[src/rtl/ss_pkg.sv]
package ss_pkg;
  typedef enum logic [1:0] {
    SS_IDLE = 2'd0,
    SS_RAMP = 2'd1,
    SS_DONE = 2'd2
  } ss_state_e;
endpackage

[src/rtl/ss_vid_thr.sv]
module ss_vid_thr #(
  parameter int VID_W  = 6,
  parameter int SAMP_W = 12,
  parameter int FRAC_W = 8,
  parameter int VBASE  = 1024,
  parameter int VSTEP  = 16
) (
  input  logic              clk,
  input  logic              rst_n,
  input  logic              capture,
  input  logic [VID_W-1:0]  vid_code,
  input  logic [FRAC_W-1:0] thr_frac,
  output logic [SAMP_W-1:0] thr_q
);
  localparam int PROD_W = SAMP_W + FRAC_W + 1;

  logic [PROD_W-1:0] target;
  logic [PROD_W-1:0] scaled;
  logic [SAMP_W-1:0] thr_calc;
  logic [SAMP_W-1:0] thr_nxt;

  always_comb begin
    target   = PROD_W'(VBASE) + PROD_W'(vid_code) * PROD_W'(VSTEP);
    scaled   = target * PROD_W'(thr_frac);
    thr_calc = SAMP_W'(scaled >> FRAC_W);
    thr_nxt  = capture ? thr_calc : thr_q;
  end

  always_ff @(posedge clk or negedge rst_n) begin
    if (!rst_n) thr_q <= '0;
    else        thr_q <= thr_nxt;
  end

  a_r2_thr_held: assert property (@(posedge clk) disable iff (!rst_n)
    !capture |=> $stable(thr_q));
endmodule

[src/rtl/ss_ramp_ctrl.sv]
module ss_ramp_ctrl
  import ss_pkg::*;
#(
  parameter int SAMP_W = 12
) (
  input  logic              clk,
  input  logic              rst_n,
  input  logic              en,
  input  logic [SAMP_W-1:0] vsamp,
  input  logic              vsamp_vld,
  input  logic [SAMP_W-1:0] thr,
  output logic              start,
  output logic              ramping,
  output logic              done
);
  ss_state_e state_q, state_nxt;
  logic      above;

  always_comb begin
    above     = vsamp_vld && (vsamp > thr);
    state_nxt = state_q;
    if (!en) begin
      state_nxt = SS_IDLE;
    end else begin
      unique case (state_q)
        SS_IDLE: state_nxt = SS_RAMP;
        SS_RAMP: if (above) state_nxt = SS_DONE;
        SS_DONE: state_nxt = SS_DONE;
        default: state_nxt = SS_IDLE;
      endcase
    end
  end

  always_ff @(posedge clk or negedge rst_n) begin
    if (!rst_n) state_q <= SS_IDLE;
    else        state_q <= state_nxt;
  end

  assign start   = (state_q == SS_IDLE) && en;
  assign ramping = (state_q == SS_RAMP);
  assign done    = (state_q == SS_DONE);

  a_r9_done_sticky: assert property (@(posedge clk) disable iff (!rst_n)
    (done && en) |=> done);
  a_r9_exit_on_disable: assert property (@(posedge clk) disable iff (!rst_n)
    !en |=> (!done && !ramping));
  a_r10_no_strobe_no_exit: assert property (@(posedge clk) disable iff (!rst_n)
    (ramping && en && !vsamp_vld) |=> ramping);
endmodule

[src/rtl/ss_pwm.sv]
module ss_pwm #(
  parameter int PHASES    = 4,
  parameter int CNT_W     = 10,
  parameter int PERIOD    = 1000,
  parameter int DUTY_INIT = 2,
  parameter int DUTY_STEP = 4
) (
  input  logic              clk,
  input  logic              rst_n,
  input  logic              start,
  input  logic              ramping,
  input  logic              smp_seen,
  input  logic [CNT_W-1:0]  duty_cap,
  output logic [PHASES-1:0] hs,
  output logic [PHASES-1:0] ls
);
  localparam logic [CNT_W-1:0] LAST = CNT_W'(PERIOD - 1);
  localparam logic [CNT_W-1:0] INIT = CNT_W'(DUTY_INIT);
  localparam logic [CNT_W:0]   STEP = (CNT_W+1)'(DUTY_STEP);

  logic [CNT_W-1:0] cnt_q, cnt_nxt;
  logic [CNT_W-1:0] duty_q, duty_nxt;
  logic             chk_q, chk_nxt;
  logic             wrap, step;
  logic [CNT_W-1:0] lim;
  logic [CNT_W:0]   sum;
  logic             gate;

  always_comb begin
    wrap = ramping && (cnt_q == LAST);
    step = wrap && (chk_q || smp_seen);
    lim  = (duty_cap > LAST) ? LAST : duty_cap;
    sum  = {1'b0, duty_q} + STEP;

    cnt_nxt = cnt_q;
    chk_nxt = chk_q;
    if (start) begin
      cnt_nxt = '0;
      chk_nxt = 1'b0;
    end else if (ramping) begin
      cnt_nxt = wrap ? '0 : cnt_q + 1'b1;
      chk_nxt = wrap ? 1'b0 : (chk_q || smp_seen);
    end

    duty_nxt = duty_q;
    if (start)     duty_nxt = INIT;
    else if (step) duty_nxt = (sum > {1'b0, lim}) ? lim : sum[CNT_W-1:0];

    gate = ramping && (cnt_q < duty_q);
  end

  always_ff @(posedge clk or negedge rst_n) begin
    if (!rst_n) begin
      cnt_q  <= '0;
      duty_q <= '0;
      chk_q  <= 1'b0;
    end else begin
      if (start || ramping) cnt_q  <= cnt_nxt;
      if (start || ramping) chk_q  <= chk_nxt;
      if (start || step)    duty_q <= duty_nxt;
    end
  end

  for (genvar p = 0; p < PHASES; p++) begin : g_phase
    assign hs[p] = gate;
    assign ls[p] = ramping && !gate;
  end

  a_r5_init_on_start: assert property (@(posedge clk) disable iff (!rst_n)
    start |=> (duty_q == INIT));
  a_r6_duty_moves_at_boundary: assert property (@(posedge clk) disable iff (!rst_n)
    !$stable(duty_q) |-> ($past(step) || $past(start)));
  a_r7_cap_respected: assert property (@(posedge clk) disable iff (!rst_n)
    step |=> (duty_q <= $past(lim)));
  a_r3_cnt_in_period: assert property (@(posedge clk) disable iff (!rst_n)
    ramping |-> (cnt_q <= LAST));
endmodule

[src/rtl/softstart_seq.sv]
module softstart_seq #(
  parameter int PHASES    = 4,
  parameter int VID_W     = 6,
  parameter int SAMP_W    = 12,
  parameter int FRAC_W    = 8,
  parameter int CNT_W     = 10,
  parameter int PERIOD    = 1000,
  parameter int DUTY_INIT = 2,
  parameter int DUTY_STEP = 4,
  parameter int VBASE     = 1024,
  parameter int VSTEP     = 16
) (
  input  logic              clk,
  input  logic              rst_n,
  input  logic              en,
  input  logic [VID_W-1:0]  vid_code,
  input  logic [FRAC_W-1:0] thr_frac,
  input  logic [CNT_W-1:0]  duty_cap,
  input  logic [SAMP_W-1:0] vsamp,
  input  logic              vsamp_vld,
  output logic [PHASES-1:0] hs_en,
  output logic [PHASES-1:0] ls_en,
  output logic              ss_done
);
  logic [SAMP_W-1:0] thr;
  logic              start, ramping, done;

  ss_vid_thr #(
    .VID_W(VID_W), .SAMP_W(SAMP_W), .FRAC_W(FRAC_W),
    .VBASE(VBASE), .VSTEP(VSTEP)
  ) u_thr (
    .clk(clk), .rst_n(rst_n), .capture(start),
    .vid_code(vid_code), .thr_frac(thr_frac), .thr_q(thr)
  );

  ss_ramp_ctrl #(.SAMP_W(SAMP_W)) u_ctrl (
    .clk(clk), .rst_n(rst_n), .en(en),
    .vsamp(vsamp), .vsamp_vld(vsamp_vld), .thr(thr),
    .start(start), .ramping(ramping), .done(done)
  );

  ss_pwm #(
    .PHASES(PHASES), .CNT_W(CNT_W), .PERIOD(PERIOD),
    .DUTY_INIT(DUTY_INIT), .DUTY_STEP(DUTY_STEP)
  ) u_pwm (
    .clk(clk), .rst_n(rst_n), .start(start), .ramping(ramping),
    .smp_seen(vsamp_vld), .duty_cap(duty_cap),
    .hs(hs_en), .ls(ls_en)
  );

  assign ss_done = done;

  a_r1_quiet_when_off: assert property (@(posedge clk) disable iff (!rst_n)
    !en |=> ((hs_en == '0) && (ls_en == '0) && !ss_done));
  a_r8_gates_off_after_handoff: assert property (@(posedge clk) disable iff (!rst_n)
    ss_done |-> ((hs_en == '0) && (ls_en == '0)));
  a_r4_no_shoot_through: assert property (@(posedge clk) disable iff (!rst_n)
    (hs_en != '0) |-> (ls_en == '0));
endmodule

[config.mk]
export PLATFORM = sky130hd
export DESIGN_NAME = softstart_seq
export DESIGN_NICKNAME = d
export VERILOG_FILES = /design/src/rtl/ss_pkg.sv /design/src/rtl/ss_vid_thr.sv /design/src/rtl/ss_ramp_ctrl.sv /design/src/rtl/ss_pwm.sv /design/src/rtl/softstart_seq.sv
export SDC_FILE = /design/constraint.sdc
export NUM_CORES = 1
export LEC_CHECK = 0
export CAP_MARGIN = 10
export CORE_MARGIN = 4
export CORE_UTILIZATION = 40
export CTS_CLUSTER_DIAMETER = 30
export DETAILED_ROUTE_END_ITERATION = 7
export GPL_TIMING_DRIVEN = 0
export PLACE_DENSITY_LB_ADDON = 0.08
export SLEW_MARGIN = 5
export SYNTH_ARGS = -nofsm -noshare
export SYNTH_HDL_FRONTEND = slang
export SYNTH_HIERARCHICAL = 1
export SYNTH_SLANG_ARGS = --single-unit
[constraint.sdc]
create_clock -name clk -period 5.4 [get_ports clk]
set_input_delay 1.08 -clock clk [delete_from_list [all_inputs] [get_ports clk]]
set_output_delay 1.08 -clock clk [all_outputs]
set_load 0.005 [all_outputs]
# Yosys cells after proc, flatten, opt, wreduce, memory -nomap -nowiden
# Cells that the tools add are included.
dict set report word_totals {
  ff_bits 35
  in_bits 40
  output_inout_bits 9
}
dict set report classes {
  n_mul 1
  n_mux 13
  eq_ne 4
  n_lt_le_gt_ge 4
  n_reduce_logical 15
  n_addsub 3
}
# cell count
set ops {}
lappend ops {{$mux W10} 7}
lappend ops {{$mul A21 B8 Y20} 1}
lappend ops {{$add A11 B10 Y12 const A} 1}
lappend ops {{$gt A12 B12 Y1} 1}
lappend ops {{$add A10 B3 Y11 const B} 1}
lappend ops {{$gt A11 B10 Y1} 1}
lappend ops {{$add A10 B1 Y10 const B} 1}
lappend ops {{$eq A10 B10 Y1 const B} 1}
lappend ops {{$gt A10 B10 Y1 const B} 1}
lappend ops {{$lt A10 B10 Y1} 1}
lappend ops {{$logic_and A1 B1 Y1} 6}
lappend ops {{$pmux W2 S3} 1}
lappend ops {{$mux W2} 2}
lappend ops {{$reduce_and A2 Y1} 2}
lappend ops {{$reduce_bool A2 Y1} 2}
lappend ops {{$logic_or A1 B1 Y1} 3}
lappend ops {{$mux W1} 3}
lappend ops {{$ne A3 B3 Y1 const B} 1}
lappend ops {{$eq A2 B1 Y1 const B} 1}
lappend ops {{$eq A2 B2 Y1 const B} 1}
lappend ops {{$logic_not A2 Y1} 1}
lappend ops {{$logic_not A1 Y1} 1}

# Longest topological paths before layout
# Gate-level depths: netlist of the first run.
dict set report logic_depth {
  ltp_word 6
  depth_mapped 15
  ltp_nobuf 15
}

# Hierarchy
# Netlist of the first run, hierarchy kept.
# mod cells_each instances area_per_inst_um2
set by_module_without_submodules {}
lappend by_module_without_submodules {ss_vid_thr 271 1 2398.6}
lappend by_module_without_submodules {ss_pwm 199 1 1775.5}
lappend by_module_without_submodules {ss_ramp_ctrl 66 1 529.3}

# Least setup slack after synthesis of the first run
# No wires, ideal clock.
dict set report synth_timing {
  path_type {input -> register}
  start {input port thr_frac[4]}
  end {register u_thr.thr_q[10]}
  path_buffers 0
  setup_ns 0.126
  t_arrival_ns 4.698
  stages 15
  setup_slack_ns 0.576
  cell_sequence {and2_1 -> fa_1 -> inv_1 -> fa_1 -> inv_1 -> fa_1 -> inv_1 -> fa_1 -> inv_1 -> ha_1 -> a211oi_2 -> o22ai_1 -> nor3_2 -> a22oi_1 -> a221o_1}
}
dict set report synth_via {
  elab_chain_cells 1
}
# element line
set synth_rtl {}
lappend synth_rtl {{from (decl)} softstart_seq.sv:17} ;# input logic [FRAC_W-1:0] thr_frac,
lappend synth_rtl {{$mul A21 B8 Y20} ss_vid_thr.sv:24} ;# scaled = target * PROD_W'(thr_frac);
lappend synth_rtl {{to (signal assigned)} ss_vid_thr.sv:31} ;# else thr_q <= thr_nxt;
lappend synth_rtl {{to (decl)} ss_vid_thr.sv:13} ;# output logic [SAMP_W-1:0] thr_q
# Every way passes these cells.
# A chain may end at the register's enable or synchronous reset.

# Final worst setup path of the first run
dict set report layout_timing {
  start {input port thr_frac[7]}
  end {register u_thr.thr_q[10]}
}
# Same word-level chain as after synthesis.

==> impl_metrics.json, run 1 <==
{
  "cp_max_fo": 8,
  "hpwl_um": 8738,
  "synth_compound_area_share_pct": 13.78,
  "synth_edf_count": 0,
  "synth_cells": 536,
  "numCtsBuffers": 5,
  "synth-simple-area-share_pct": 18.73,
  "cts_hold_buf": 0,
  "drt_wl_total_um": 10320,
  "ys_seq_area_share_pct": 18.62,
  "yosysTopAreaCellShare_pct": 19.15,
  "clk_latency_ns": 0.28,
  "synth_xor_area_share_pct": 4.070,
  "track_usage_pct": 16.39,
  "core_area_sq_um": 11470,
  "ir_worst_vdd_mv": 0.2259,
  "synthTopCellsByArea": "ha_1, dfrtp_1, fa_1",
  "hold_start": "u_thr/thr_q[5]",
  "avgViaCountPerCell": 5.143,
  "antenna_found_initial": 0,
  "synth.distinct_cells": 66,
  "fillers": 1143,
  "worstPathRequired_ns": 5.56,
  "vias": 3785,
  "synthMuxAreaShare_pct": 3.485,
  "ys_ff_latch": 35,
  "path_common_cell": "fa_1",
  "grt-ovfl-total": 0,
  "maxSlewViolCount": 0,
  "clockBufferDepth": 2,
  "grt_pass1_wl_um": 18110,
  "hold_class": "reg2reg",
  "final_cells": 736,
  "drt_iter0_markers": 100,
  "die_w_um": 116.4,
  "final_util_pct": 48.41,
  "io_pins": 49,
  "critPathSlowestCell": "fa_1",
  "drc": 0,
  "post-route-min-period_ns": 5.155,
  "syn-num-nets": 678,
  "h-tree-depth": 2,
  "post_drt_wl_per_cell_um": 14.01,
  "rows": 39,
  "layout-drive-gt1-share_pct": 7.589,
  "cts_tree": "built",
  "synth_top_family_by_area": "adder cells",
  "die_y_um": 116.4,
  "end_kind": "register",
  "maxCapViolCount": 0,
  "reg2reg_from": "u_pwm/duty_q[2]",
  "initial_utilization_pct": 41.01,
  "status": "complete, no violations",
  "r2r-end": "u_pwm/duty_q[9]",
  "path_class": "in2reg",
  "multiInputGateArea_sq_um": 3395,
  "hold_violations": 0,
  "min_to": "u_thr/thr_q[5]",
  "clock_skew_ns": 0.006368,
  "area_growth_pct": 18.04,
  "syn_area_sq_um": 4703,
  "p_per_area_nw_per_um2": 379.0,
  "hold_depth": 2,
  "yosysWarnings": 6,
  "worst_pin_slew_ns": 0.8189,
  "max_stage_delay_ns": 0.54,
  "clock-root-buffer": "clkbuf_16",
  "nets": 734,
  "regArea_sq_um": 875.8,
  "dp_cells": 727,
  "yosys.area.top_type": "ha_1",
  "p_leak_nw": 2.748,
  "period_share_pct": 95.45,
  "yosys-top-cells-count": "inv_1, ha_1, nand2_1",
  "syn_area_per_cell_sq_um": 8.775,
  "reg2reg_depth": 12,
  "die-area_sq_um": 13560,
  "first_global_vias": 4029,
  "synth_fa_ha_area_share_pct": 31.92,
  "drt-pass1-iter-count": 4,
  "rsz0062_at_grt": "false",
  "clk_pin_slew_ns": 0.05,
  "ant_nets": 0,
  "gp_congestion": 0.8482,
  "synth_most_common_cell": "inv_1",
  "port_buffers": 48,
  "setup_viol": 0,
  "worstSetupStartpointType": "input pin",
  "cts_sinks": 35,
  "crit_chain": "dlygate4sd2_1 > nand2_1 > fa_1 > fa_1 > inv_1 > fa_1 > inv_1 > fa_1 > inv_1 > ha_2 > nand4_1 > nor3_2 > buf_4 > nor3_2 > a22oi_1 > a221o_1",
  "relSlewSlack_pct": 45.40,
  "n_antenna_cell": 0,
  "synth_ff_type": "dfrtp_1",
  "max_freq_ghz": 0.1940,
  "critPathArrivalTime_ns": 5.31,
  "grt_start_max_net_pins": 36,
  "async_reset_ff_share_pct": 100.0,
  "reg2reg_setup_slack_ns": 2.01
}
how the worst max path moves through the flow:
stage	from	end
after floorplan	thr_frac[4]	u_thr/thr_q[10]
after global routing	thr_frac[7]	u_thr/thr_q[10]
after global placement	thr_frac[7]	u_thr/thr_q[10]
after CTS	thr_frac[5]	u_thr/thr_q[10]
final	thr_frac[7]	u_thr/thr_q[10]
after detailed placement	thr_frac[7]	u_thr/thr_q[10]
layer usage:
metal	global-route usage (%)	part of all wire (%)	up-vias
li1	-	-	1921
met3	1.606	2.2	16
met1	18.64	42	1796
met5	0	0	-
met4	4.640	1.8	0
met2	32.11	54	52
worst max-delay path, delay by kind of cell:
kind | cells | cell delay, ns
buf+inv | 5 | 0.71
fa+ha+maj | 5 | 2.44
compound gates | 2 | 0.42
simple gates | 4 | 0.67
cells by family (layout without fill, tap and decap cells):
kind of cell	after synthesis	count (layout)
simple gates	167	167
compound gates	89	89
buf+inv	107	164
flops	35	35
fa+ha+maj	102	102
xor+xnor	21	21
mux	15	15
state kept, by name, summed over array words and instances, names as in the netlist:
name / flops
u_thr/thr_q: 12
u_pwm/cnt_q: 10
u_pwm/duty_q: 10
u_ctrl/state_q: 2
u_pwm/chk_q: 1
what timing repair did:
action                     4_1_cts  5_1_grt
pin swaps                        1        2
setup endpoints to repair        3        3
resized for setup               11        3
buffers inserted                 0        1
cell type report:
type                    instances  share of cell area, %
plain buffers                  15                  1.735
repair buffers                 49                  8.497
clock buffers                   6                  2.321
inverters                      92                  6.220
clock inverters                 2                  1.082
flip-flops and latches         35                  15.78
well taps                     143                  3.223
multi-input cells             394                  61.15
per-stage QoR:
step | power [mW] | hold slack (ns) | worst slack, ns | cell area [sq um] | TNS [ns]
4_1_cts | 2.122 | 0.4879 | 0.02372 | 5533 | 0
3_3_place_gp | 1.703 | 0.4726 | -0.2868 | 5363 | -1.046
2_1_floorplan | 1.395 | 0.4517 | 0.5758 | 4703 | 0
3_5_place_dp | 1.744 | 0.4743 | -0.3549 | 5358 | -1.508
5_1_grt | 2.327 | 0.4972 | 0.02093 | 5552 | 0
6_report | 2.104 | 0.4818 | 0.2454 | 5552 | 0
power breakdown:
part           internal (mW)  switching [mW]  leakage, nW
Combinational          0.601           0.715         2.20
Sequential             0.349          0.0707        0.452
Clock                  0.264           0.104       0.0911
layout by cell type (no fill, tap or decap), types with 3 or more instances in the layout:
master / count
o22ai_1: 8
o21ai_1: 3
and2_1: 33
dlygate4sd2_1: 11
inv_1: 91
clkbuf_16: 5
buf_4: 8
nor3_1: 3
nor3_2: 3
nand2b_1: 7
nand4_1: 11
nor2_1: 34
clkdlybuf4s50_1: 35
o2111ai_1: 3
mux2_1: 3
a21o_1: 3
nor2b_1: 4
and3_1: 3
mux2i_1: 7
a31oi_1: 3
dfrtp_1: 35
o21ai_0: 13
clkbuf_1: 5
mux2_2: 4
a21oi_2: 3
nand2_1: 44
buf_2: 3
ha_1: 71
a211oi_1: 3
a21oi_1: 24
nand3_1: 13
fa_1: 30
xor2_1: 9
xnor2_1: 11
No activity file was read; power rests on OpenSTA's default activity.
==> run 2, diff against run 1 <==
GPL_ROUTABILITY_DRIVEN = 0   (was not set)
SKIP_LAST_GASP = 1   (was not set)
SYNTH_HIERARCHICAL = not set   (was 1)
==> run 2 against run 1 <==
Sequential power decreased by 15%. Critical path depth grew 1. Die area down 3.8%. Final cell count is 4.5% lower. Setup slack gained 0.021 ns. Clock power fell by 29%. Global-route usage about the same. Design area is 4.3% lower. Utilization is 0.15 points higher. Sequential cell count stayed put. Combinational power decreased by 28%.
==> impl_metrics.json, run 2 <==
{
  "cp_max_fo": 7,
  "path_class": "in2reg",
  "ys_seq_area_share_pct": 19.42,
  "crit_path_start": "thr_frac[4]",
  "endpoint": "u_thr.thr_q[11]",
  "status": "complete, no violations",
  "post-route-min-period_ns": 5.134,
  "synth_ff_type": "dfrtp_1",
  "dp_cells": 697,
  "final_cells": 703,
  "period_share_pct": 95.07,
  "grt.met1_usage_pct": 21.04,
  "p_per_area_nw_per_um2": 296.5,
  "syn_area_sq_um": 4509,
  "reg2reg_depth": 12,
  "core_area_sq_um": 10940,
  "hpwl_um": 8414,
  "vias": 3652,
  "yosysTopAreaCellShare_pct": 19.98,
  "first_global_vias": 3782,
  "largest_register_ffs": 12,
  "maxCapViolCount": 0,
  "max_freq_ghz": 0.1948,
  "ys_ff_latch": 35,
  "fillers": 1080,
  "worstPathRequired_ns": 5.54,
  "die_y_um": 114.2,
  "synth_edf_count": 0,
  "avgViaCountPerCell": 5.195,
  "regMostFlops": "u_thr.thr_q",
  "ir_worst_vdd_mv": 0.1441,
  "reg2reg_from": "u_pwm.duty_q[2]",
  "worst_pin_slew_ns": 0.7948,
  "area_growth_pct": 17.76,
  "syn_area_per_cell_sq_um": 8.859,
  "drc": 0,
  "ant_nets": 0,
  "relSlewSlack_pct": 47.01,
  "yosys-top-cells-count": "inv_1, ha_1, nand2_1",
  "grt_use_met3_pct": 1.797,
  "final_common_cell": "inv_1",
  "initial_utilization_pct": 41.24,
  "end_kind": "register",
  "final_cell_mix": "inv_1, ha_1, nand2_1",
  "setup_viol": 0,
  "final_util_pct": 48.56,
  "clk_pin_slew_ns": 0.05,
  "timing.final.ws_setup_ns": 0.2661,
  "n_antenna_cell": 0,
  "post-place-ws_ns": -0.3260,
  "port_buffers": 48,
  "cts_tree": "built",
  "p_leak_nw": 2.776,
  "antenna_found_initial": 0,
  "cts_sinks": 35,
  "async_reset_ff_share_pct": 100.0,
  "yosys.area.top_type": "ha_1",
  "synth_most_common_cell": "inv_1",
  "drt-pass1-iter-count": 4,
  "rsz0062_at_grt": "false",
  "synth_cells": 509,
  "die_w_um": 114.2,
  "yosysWarnings": 0,
  "synthTopCellsByArea": "ha_1, dfrtp_1, fa_1",
  "track_usage_pct": 16.39,
  "nets": 706,
  "worstSetupStartpointType": "input pin",
  "synth.distinct_cells": 59,
  "grt_pass1_wl_um": 17640,
  "reg2reg_setup_slack_ns": 2.46,
  "clk_latency_ns": 0.27,
  "drt_wl_total_um": 10080,
  "busiest_layer": "met2",
  "reg.largest.list": "u_thr.thr_q (12), u_pwm.cnt_q (10), u_pwm.duty_q (10)",
  "clock_skew_ns": 0.002445,
  "max_stage_delay_ns": 0.54,
  "clockBufferDepth": 2,
  "r2r-end": "u_pwm.duty_q[4]",
  "hold_class": "reg2reg",
  "critPathBufInv": 5,
  "grt_start_max_net_pins": 36,
  "crit_cells": 17,
  "h-tree-depth": 2,
  "grt.met2_usage_pct": 29.74,
  "layout-drive-gt1-share_pct": 6.217,
  "numCtsBuffers": 5,
  "clock-root-buffer": "clkbuf_16",
  "crit_chain": "dlygate4sd2_1 > and2_1 > fa_1 > inv_1 > fa_1 > inv_1 > fa_1 > inv_1 > fa_1 > inv_1 > ha_1 > o211a_1 > o31ai_1 > a21oi_2 > o311ai_2 > mux2i_1 > o211ai_1",
  "path_delay_family": "adder cells",
  "drt_iter0_markers": 103,
  "maxSlewViolCount": 0,
  "grt-ovfl-total": 0,
  "io_pins": 49,
  "post_drt_wl_per_cell_um": 14.34,
  "power.total_mw": 1.574,
  "hold_violations": 0,
  "syn-num-nets": 651,
  "critPathSlowestCell": "fa_1",
  "die-area_sq_um": 13040,
  "fin_hold_ws_ns": 0.4798,
  "critPathArrivalTime_ns": 5.28,
  "rows": 38
}
-- run 2: cell types whose count changed after synthesis, sizes merged, moves of 5 or more --
cell,previous run,this run
a21o,4,16
a21oi,27,14
nand3,13,18
nor2,34,25
o22ai,10,3
mux2,8,1
inv,92,81
nand2b,7,2
-- run 2: how the worst min path moves through the flow --
stage / startpoint / to / slack (ns) / depth (start not counted)
after global placement: u_thr.thr_q[3] / u_thr.thr_q[3] / 0.47 / 2
after global routing: u_thr.thr_q[7] / u_thr.thr_q[7] / 0.51 / 2
final: u_thr.thr_q[7] / u_thr.thr_q[7] / 0.48 / 2
after detailed placement: u_thr.thr_q[7] / u_thr.thr_q[7] / 0.47 / 2
after CTS: u_thr.thr_q[7] / u_thr.thr_q[7] / 0.49 / 2
after floorplan: u_thr.thr_q[9] / u_thr.thr_q[9] / 0.45 / 2
-- run 2: logic make-up after synthesis --
group	Yosys count	share of synthesized area [%]
compound gates	89	13.99
simple gates	163	19.34
fa+ha+maj	102	33.30
xor+xnor	21	4.079
flops	35	19.42
buf+inv	95	8.879
mux	4	0.9988
-- run 2: area by class of cell --
type	count	area, sq um	area share, %
Tap cell	140	175.2	3.299
Multi-Input combinational cell	379	3239	61.00
Timing Repair Buffer	48	490.5	9.237
Sequential cell	35	875.8	16.49
Buffer	14	96.34	1.814
Inverter	81	304.0	5.726
Clock buffer	6	128.9	2.427
-- run 2: layer usage --
layer | vias to the layer above | routed length (um) | share of wire (%)
li1 | 1840 | - | -
met1 | 1746 | 4722 | 47
met2 | 56 | 5001 | 50
met3 | 10 | 250 | 2.5
met4 | 0 | 106 | 1.1
met5 | - | 0 | 0
-- run 2: what timing repair did --
item,in CTS,in global routing
cloned,0,0
gates resized for setup,3,13
hold buffers,0,0
buffers inserted,0,0
setup endpoints to repair,2,3
-- run 2: tightest hold or removal path, stage by stage, from the launching register on --
cell and delay [ns]:
dfrtp_1 0.34, nand2_1 0.05, o21ai_0 0.06
-- run 2: stage by stage --
stage               cell area, sq um  TNS, ns
floorplan                       4509        0
global placement                5165  -0.9830
detailed placement              5160   -1.056
CTS                             5285        0
global route                    5310        0
finish                          5310        0
-- run 2: power breakdown --
group | internal, mW | switching [mW]
logic | 0.431 | 0.524
registers | 0.322 | 0.0360
clock network | 0.166 | 0.0957
